**src/rtl/bac_pkg.sv**
```systemverilog
package bac_pkg;
    typedef enum logic [1:0] {
        ABT_IDLE  = 2'd0,
        ABT_WAIT1 = 2'd1,
        ABT_WAIT2 = 2'd2
    } abt_state_e;
endpackage

```
**src/rtl/bac_trig.sv**
```systemverilog
module bac_trig (
    input  logic clk,
    input  logic rst_n,
    input  logic abort_pin,
    input  logic cfg_wr,
    input  logic cfg_d0,
    output logic trig
);
    logic reg_bit_q;
    logic comb_q;
    logic comb_w;

    // Either source held high masks the other one.
    assign comb_w = abort_pin | reg_bit_q;
    assign trig   = comb_w & ~comb_q;

    always_ff @(posedge clk or negedge rst_n) begin
        if (!rst_n) begin
            reg_bit_q <= 1'b0;
            comb_q    <= 1'b0;
        end else begin
            comb_q <= comb_w;
            if (cfg_wr) begin
                reg_bit_q <= cfg_d0;
            end
        end
    end
endmodule

```
**src/rtl/bac_fsm.sv**
```systemverilog
module bac_fsm
    import bac_pkg::*;
(
    input  logic clk,
    input  logic rst_n,
    input  logic trig,
    input  logic smp_en,
    output logic exec,
    output logic done
);
    abt_state_e state_q;
    abt_state_e state_d;
    logic       done_q;

    // State register
    always_ff @(posedge clk or negedge rst_n) begin
        if (!rst_n) begin
            state_q <= ABT_IDLE;
            done_q  <= 1'b0;
        end else begin
            state_q <= state_d;
            done_q  <= exec;
        end
    end

    // Next state and outputs
    always_comb begin
        state_d = state_q;
        exec    = 1'b0;
        unique case (state_q)
            ABT_IDLE: begin
                if (trig) state_d = ABT_WAIT1;
            end
            ABT_WAIT1: begin
                if (trig)        state_d = ABT_WAIT1;
                else if (smp_en) state_d = ABT_WAIT2;
            end
            ABT_WAIT2: begin
                if (trig) begin
                    state_d = ABT_WAIT1;
                end else if (smp_en) begin
                    state_d = ABT_IDLE;
                    exec    = 1'b1;
                end
            end
            default: state_d = ABT_IDLE;
        endcase
    end

    assign done = done_q;
endmodule

```
**src/rtl/bac_cnt.sv**
```systemverilog
module bac_cnt #(
    parameter int SMP_W  = 8,
    parameter int SYM_W  = 12,
    parameter int MISS_W = 4
) (
    input  logic              clk,
    input  logic              rst_n,
    input  logic              clr,
    input  logic              smp_en,
    input  logic              acq_det,
    input  logic              man_det,
    input  logic              miss_stb,
    input  logic [SMP_W-1:0]  sps_last,
    output logic [SMP_W-1:0]  smp_cnt,
    output logic [SYM_W-1:0]  sym_cnt,
    output logic [MISS_W-1:0] miss_cnt,
    output logic              live
);
    localparam logic [MISS_W-1:0] MISS_MAX = {MISS_W{1'b1}};

    logic [SMP_W-1:0]  smp_q;
    logic [SYM_W-1:0]  sym_q;
    logic [MISS_W-1:0] miss_q;
    logic              live_q;
    logic              wrap_w;

    assign wrap_w = (smp_q >= sps_last);

    always_ff @(posedge clk or negedge rst_n) begin
        if (!rst_n) begin
            smp_q  <= '0;
            sym_q  <= '0;
            miss_q <= '0;
            live_q <= 1'b0;
        end else if (clr) begin
            smp_q  <= '0;
            sym_q  <= '0;
            miss_q <= '0;
            live_q <= 1'b0;
        end else if (live_q) begin
            if (smp_en) begin
                if (wrap_w) begin
                    smp_q <= '0;
                    sym_q <= sym_q + 1'b1;
                end else begin
                    smp_q <= smp_q + 1'b1;
                end
            end
            if (miss_stb && (miss_q != MISS_MAX)) begin
                miss_q <= miss_q + 1'b1;
            end
        end else if (acq_det || man_det) begin
            live_q <= 1'b1;
        end
    end

    assign smp_cnt  = smp_q;
    assign sym_cnt  = sym_q;
    assign miss_cnt = miss_q;
    assign live     = live_q;
endmodule

```
**src/rtl/burst_abort_ctl.sv**
```systemverilog
module burst_abort_ctl #(
    parameter int SMP_W  = 8,
    parameter int SYM_W  = 12,
    parameter int MISS_W = 4
) (
    input  logic              clk,
    input  logic              rst_n,
    input  logic              abort_pin,
    input  logic              cfg_wr,
    input  logic              cfg_d0,
    input  logic              smp_en,
    input  logic              acq_det,
    input  logic              man_det,
    input  logic              miss_stb,
    input  logic [SMP_W-1:0]  sps_last,
    output logic [SMP_W-1:0]  smp_cnt,
    output logic [SYM_W-1:0]  sym_cnt,
    output logic [MISS_W-1:0] miss_cnt,
    output logic              cnt_live,
    output logic              abort_done
);
    logic trig_w;
    logic exec_w;

    bac_trig trig_i (
        .clk       (clk),
        .rst_n     (rst_n),
        .abort_pin (abort_pin),
        .cfg_wr    (cfg_wr),
        .cfg_d0    (cfg_d0),
        .trig      (trig_w)
    );

    bac_fsm fsm_i (
        .clk    (clk),
        .rst_n  (rst_n),
        .trig   (trig_w),
        .smp_en (smp_en),
        .exec   (exec_w),
        .done   (abort_done)
    );

    bac_cnt #(
        .SMP_W  (SMP_W),
        .SYM_W  (SYM_W),
        .MISS_W (MISS_W)
    ) cnt_i (
        .clk      (clk),
        .rst_n    (rst_n),
        .clr      (exec_w),
        .smp_en   (smp_en),
        .acq_det  (acq_det),
        .man_det  (man_det),
        .miss_stb (miss_stb),
        .sps_last (sps_last),
        .smp_cnt  (smp_cnt),
        .sym_cnt  (sym_cnt),
        .miss_cnt (miss_cnt),
        .live     (cnt_live)
    );
endmodule

```
**config.mk**
```make
export PLATFORM = sky130hd
export DESIGN_NAME = burst_abort_ctl
export DESIGN_NICKNAME = d
export VERILOG_FILES = /design/src/rtl/bac_pkg.sv /design/src/rtl/bac_trig.sv /design/src/rtl/bac_fsm.sv /design/src/rtl/bac_cnt.sv /design/src/rtl/burst_abort_ctl.sv
export SDC_FILE = /design/constraint.sdc
export NUM_CORES = 1
export LEC_CHECK = 0
export BUFFER_PORTS_ARGS = -buffer_cell sky130_fd_sc_hd__clkbuf_2
export CORE_AREA = 2 2 75 77
export DETAILED_ROUTE_END_ITERATION = 16
export DIE_AREA = 0 0 77 79
export GPL_ROUTABILITY_DRIVEN = 0
export HOLD_SLACK_MARGIN = 0.03
export PLACE_DENSITY = 0.65
export SYNTH_ARGS = -nofsm -noshare
export SYNTH_HDL_FRONTEND = slang
export SYNTH_SLANG_ARGS = --single-unit
```
**constraint.sdc**
```tcl
create_clock -name clk -period 3.03 [get_ports clk]
set_input_delay 0.7575 -clock clk [delete_from_list [all_inputs] [get_ports clk]]
set_output_delay 0.7575 -clock clk [all_outputs]
set_load 0.03 [all_outputs]
```
==> results.py <==
metrics = {
    "timing": {
        "fin_crit_ns": 2.35,
        "setup_viol": 0,
        "worstMarginPinSlew_ns": 0.754,
        "fmax_mhz": 426,
        "setup-tns-final_ns": 0,
        "skew_ns": 0.00974,
        "rsz0062_at_grt": "false",
        "hold_violations": 0,
        "final-max-slew-violation-count": 0,
        "fin_crit_sh_pct": 77.6,
        "max_slew_margin_pct": 49.7,
    },
    "drt": {
        "wl_per_cell_microns": 13.5,
        "vias_per_cell": 5.13,
        "drc": 0,
        "drt_wl_total_microns": 4080,
        "drt_iter0_drc": 123,
        "via_count": 1553,
        "dr.pass1.iters": 4,
        "detail-route-antenna-nets": 0,
    },
    "synth": {
        "ys_ff_latch": 30,
        "synthAdderAreaFrac_pct": 7.57,
        "syn_nets": 211,
        "synth_edf_count": 0,
        "synth_top_family_by_area": "simple AND/OR/NAND/NOR gates",
        "synth_xor_area_share_pct": 1.44,
        "synth_compound_area_share_pct": 19.9,
        "ys.flop_type": "dfrtp_1",
        "netlist_instances": 183,
        "synth_mux_area_share_pct": 2.96,
        "synth_area_per_cell_sq_um": 9.94,
        "synth_warnings": 0,
        "netlist_area_sq_um": 1820,
        "synthArstFlopShare_pct": 100,
        "synthDistinctLibCells": 45,
        "synth_simple_gate_area_share_pct": 21.2,
        "seq_area_frac_synth_pct": 41.3,
    },
    "placement": {
        "placed_cells_incl_taps": 295,
        "postPlaceCellArea_sq_um": 2110,
        "port_buffers": 42,
        "dp_hpwl_microns": 2910,
    },
    "power_and_ir_drop": {
        "leakage_nw": 1.04,
        "p_per_area_nw_per_um2": 702,
        "vdd_drop_max_v": 0.000301,
    },
    "grt": {
        "antenna_found_initial": 0,
        "globalRouteTotalUtil_pct": 14.1,
        "grt_max_degree": 31,
        "grt_pass1_vias": 1516,
        "grt-ovfl-total": 0,
        "grt_pass1_wl_microns": 6970,
    },
    "worst_setup_path": {
        "crit_path_start_kind": "input port",
        "crit_path_cell_trace": "clkbuf_2, inv_1, ha_1, a21oi_1, nor2b_1, or4_4, nor3_4, mux2_2",
        "slowest_delay_ns": 0.58,
        "cp.required_ns": 3.24,
        "critPathCaptureType": "flip-flop",
        "arrival_ns": 2.56,
        "critPathSlowestCell": "or4_4",
        "path_max_fanout": 10,
        "crit_type": "input port to flip-flop",
    },
    "clocking": {
        "cts_tree": "done",
        "htree_levels": 2,
        "clk_latency_ns": 0.28,
        "clk_pin_slew_ns": 0.07,
        "cts-root-buf": "clkbuf_8",
        "clock_path_buffers": 2,
        "ctsResizeCount": 0,
        "cts_made_buffers": 5,
        "postCtsSetupBuffers": 0,
        "cts_hold_buffers": 0,
        "cts.sinks": 30,
    },
    "min_path": {
        "hp-class": "flip-flop to flip-flop",
    },
    "finish": {
        "final_common_cell": "clkbuf_2",
        "diodes": 0,
        "final_cell_mix": "clkbuf_2, dfrtp_1, inv_1",
        "synthToLayoutAreaGrowth_pct": 21.0,
        "fill_cells": 561,
        "final_layout_size_suffix_gt1_share_pct": 29.4,
        "fin_cells": 303,
        "design_area_sq_um": 2200,
        "fin_nets": 258,
    },
    "floorplan": {
        "coreArea_sq_um": 5340,
        "row_count": 27,
        "initial_core_util_pct": 34.1,
        "die_h_microns": 79,
        "fp.dieArea_sq_um": 6080,
        "pin_count": 43,
        "dieWidth_microns": 77,
    },
    "job": {
        "maxCapViolations": 0,
    },
    "outcome": {
        "status": "finished clean",
    },
}
through the flow:
stage / hold WS (ns) / util, % / setup WS [ns] / power, mW
2_1_floorplan: 0.457 / - / 0.617 / 1.04
6_report: 0.493 / 41.3 / 0.680 / 1.54
3_5_place_dp: 0.485 / 39.5 / 0.407 / 1.22
5_1_grt: 0.513 / 41.3 / 0.536 / 1.65
3_3_place_gp: 0.475 / 39.5 / 0.440 / 1.21
4_1_cts: 0.494 / 41.3 / 0.682 / 1.56
final timing paths:
kind                                  start          endpoint  slack (ns)  cells after the start
setup / recovery                sps_last[6]  cnt_i.smp_cnt[0]        0.68                      8
hold / removal             fsm_i.state_q[0]  fsm_i.state_q[0]        0.49                      1
setup reg to reg           cnt_i.smp_cnt[6]  cnt_i.smp_cnt[0]        0.82                      6
hold reg to reg            fsm_i.state_q[0]  fsm_i.state_q[0]        0.49                      1
max in group asynchronous             rst_n  cnt_i.sym_cnt[7]        2.01                      1
min in group asynchronous             rst_n  cnt_i.sym_cnt[3]        0.53                      1
registers in the layout, indices dropped and copies added, names as in the netlist:
signal	count
cnt_i.sym_cnt	12
cnt_i.smp_cnt	8
cnt_i.miss_cnt	4
fsm_i.state_q	2
cnt_i.live	1
fsm_i.done	1
trig_i.comb_q	1
trig_i.reg_bit_q	1
where the power goes:
part,switching [mW],leakage (nW),total (mW),internal [mW]
Sequential,0.121,0.364,0.614,0.493
Clock,0.149,0.0482,0.332,0.183
Combinational,0.372,0.626,0.599,0.226
Total,0.643,1.04,1.54,0.902
metal layers:
layer	vias to the layer above	wire length (microns)	global-route usage, %
met1	733	1990	17.8
met5	-	0	0
li1	774	-	-
met4	0	48	4.29
met2	40	1840	23.9
met3	6	194	3.30
cell families after synthesis:
family,count (synthesis)
buf+inv,22
xor+xnor,3
mux,5
simple gates,65
fa+ha+maj,11
flops,30
compound gates,47
synth_stat cells, types with 2 or more instances:
library cell	instances	area [sq um]
o22ai_1	5	31.3
buf_6	2	22.5
a31oi_1	3	18.8
mux2i_1	2	20.0
and3_1	3	18.8
nor2b_1	6	37.5
nor2_1	14	52.6
a22o_1	6	52.6
ha_1	11	138
a31o_2	3	26.3
and4_1	2	17.5
o221ai_1	5	43.8
nand3_1	8	40.0
a211oi_1	5	37.5
or3_1	4	25.0
inv_1	15	56.3
nand4_1	6	37.5
o31ai_1	3	22.5
o2bb2ai_1	5	43.8
xor2_1	2	17.5
clkbuf_1	3	11.3
a21oi_1	6	30.0
dfrtp_1	30	751
nor3_1	2	10.0
nand2b_1	5	31.3
mux2_2	3	33.8
nand2_1	6	22.5
worst max-delay path, delay by kind of cell:
family                   cells  cell delay [ns]
AO/OA/AOI/OAI                1             0.14
adder cells (fa/ha/maj)      1             0.30
buffers and inverters        2             0.10
multiplexers                 1             0.22
AND/OR/NAND/NOR              3             1.04
layout make-up:
cell class / instances / area [sq um] / share of cell area [%]
Timing Repair Buffer: 47 / 248 / 11.3
Sequential cell: 30 / 751 / 34.1
Tap cell: 72 / 90.1 / 4.09
Clock buffer: 7 / 86.3 / 3.92
Clock inverter: 1 / 5.00 / 0.227
Inverter: 15 / 56.3 / 2.56
Multi-Input combinational cell: 131 / 966 / 43.9
No activity file was read; power rests on OpenSTA's default activity.
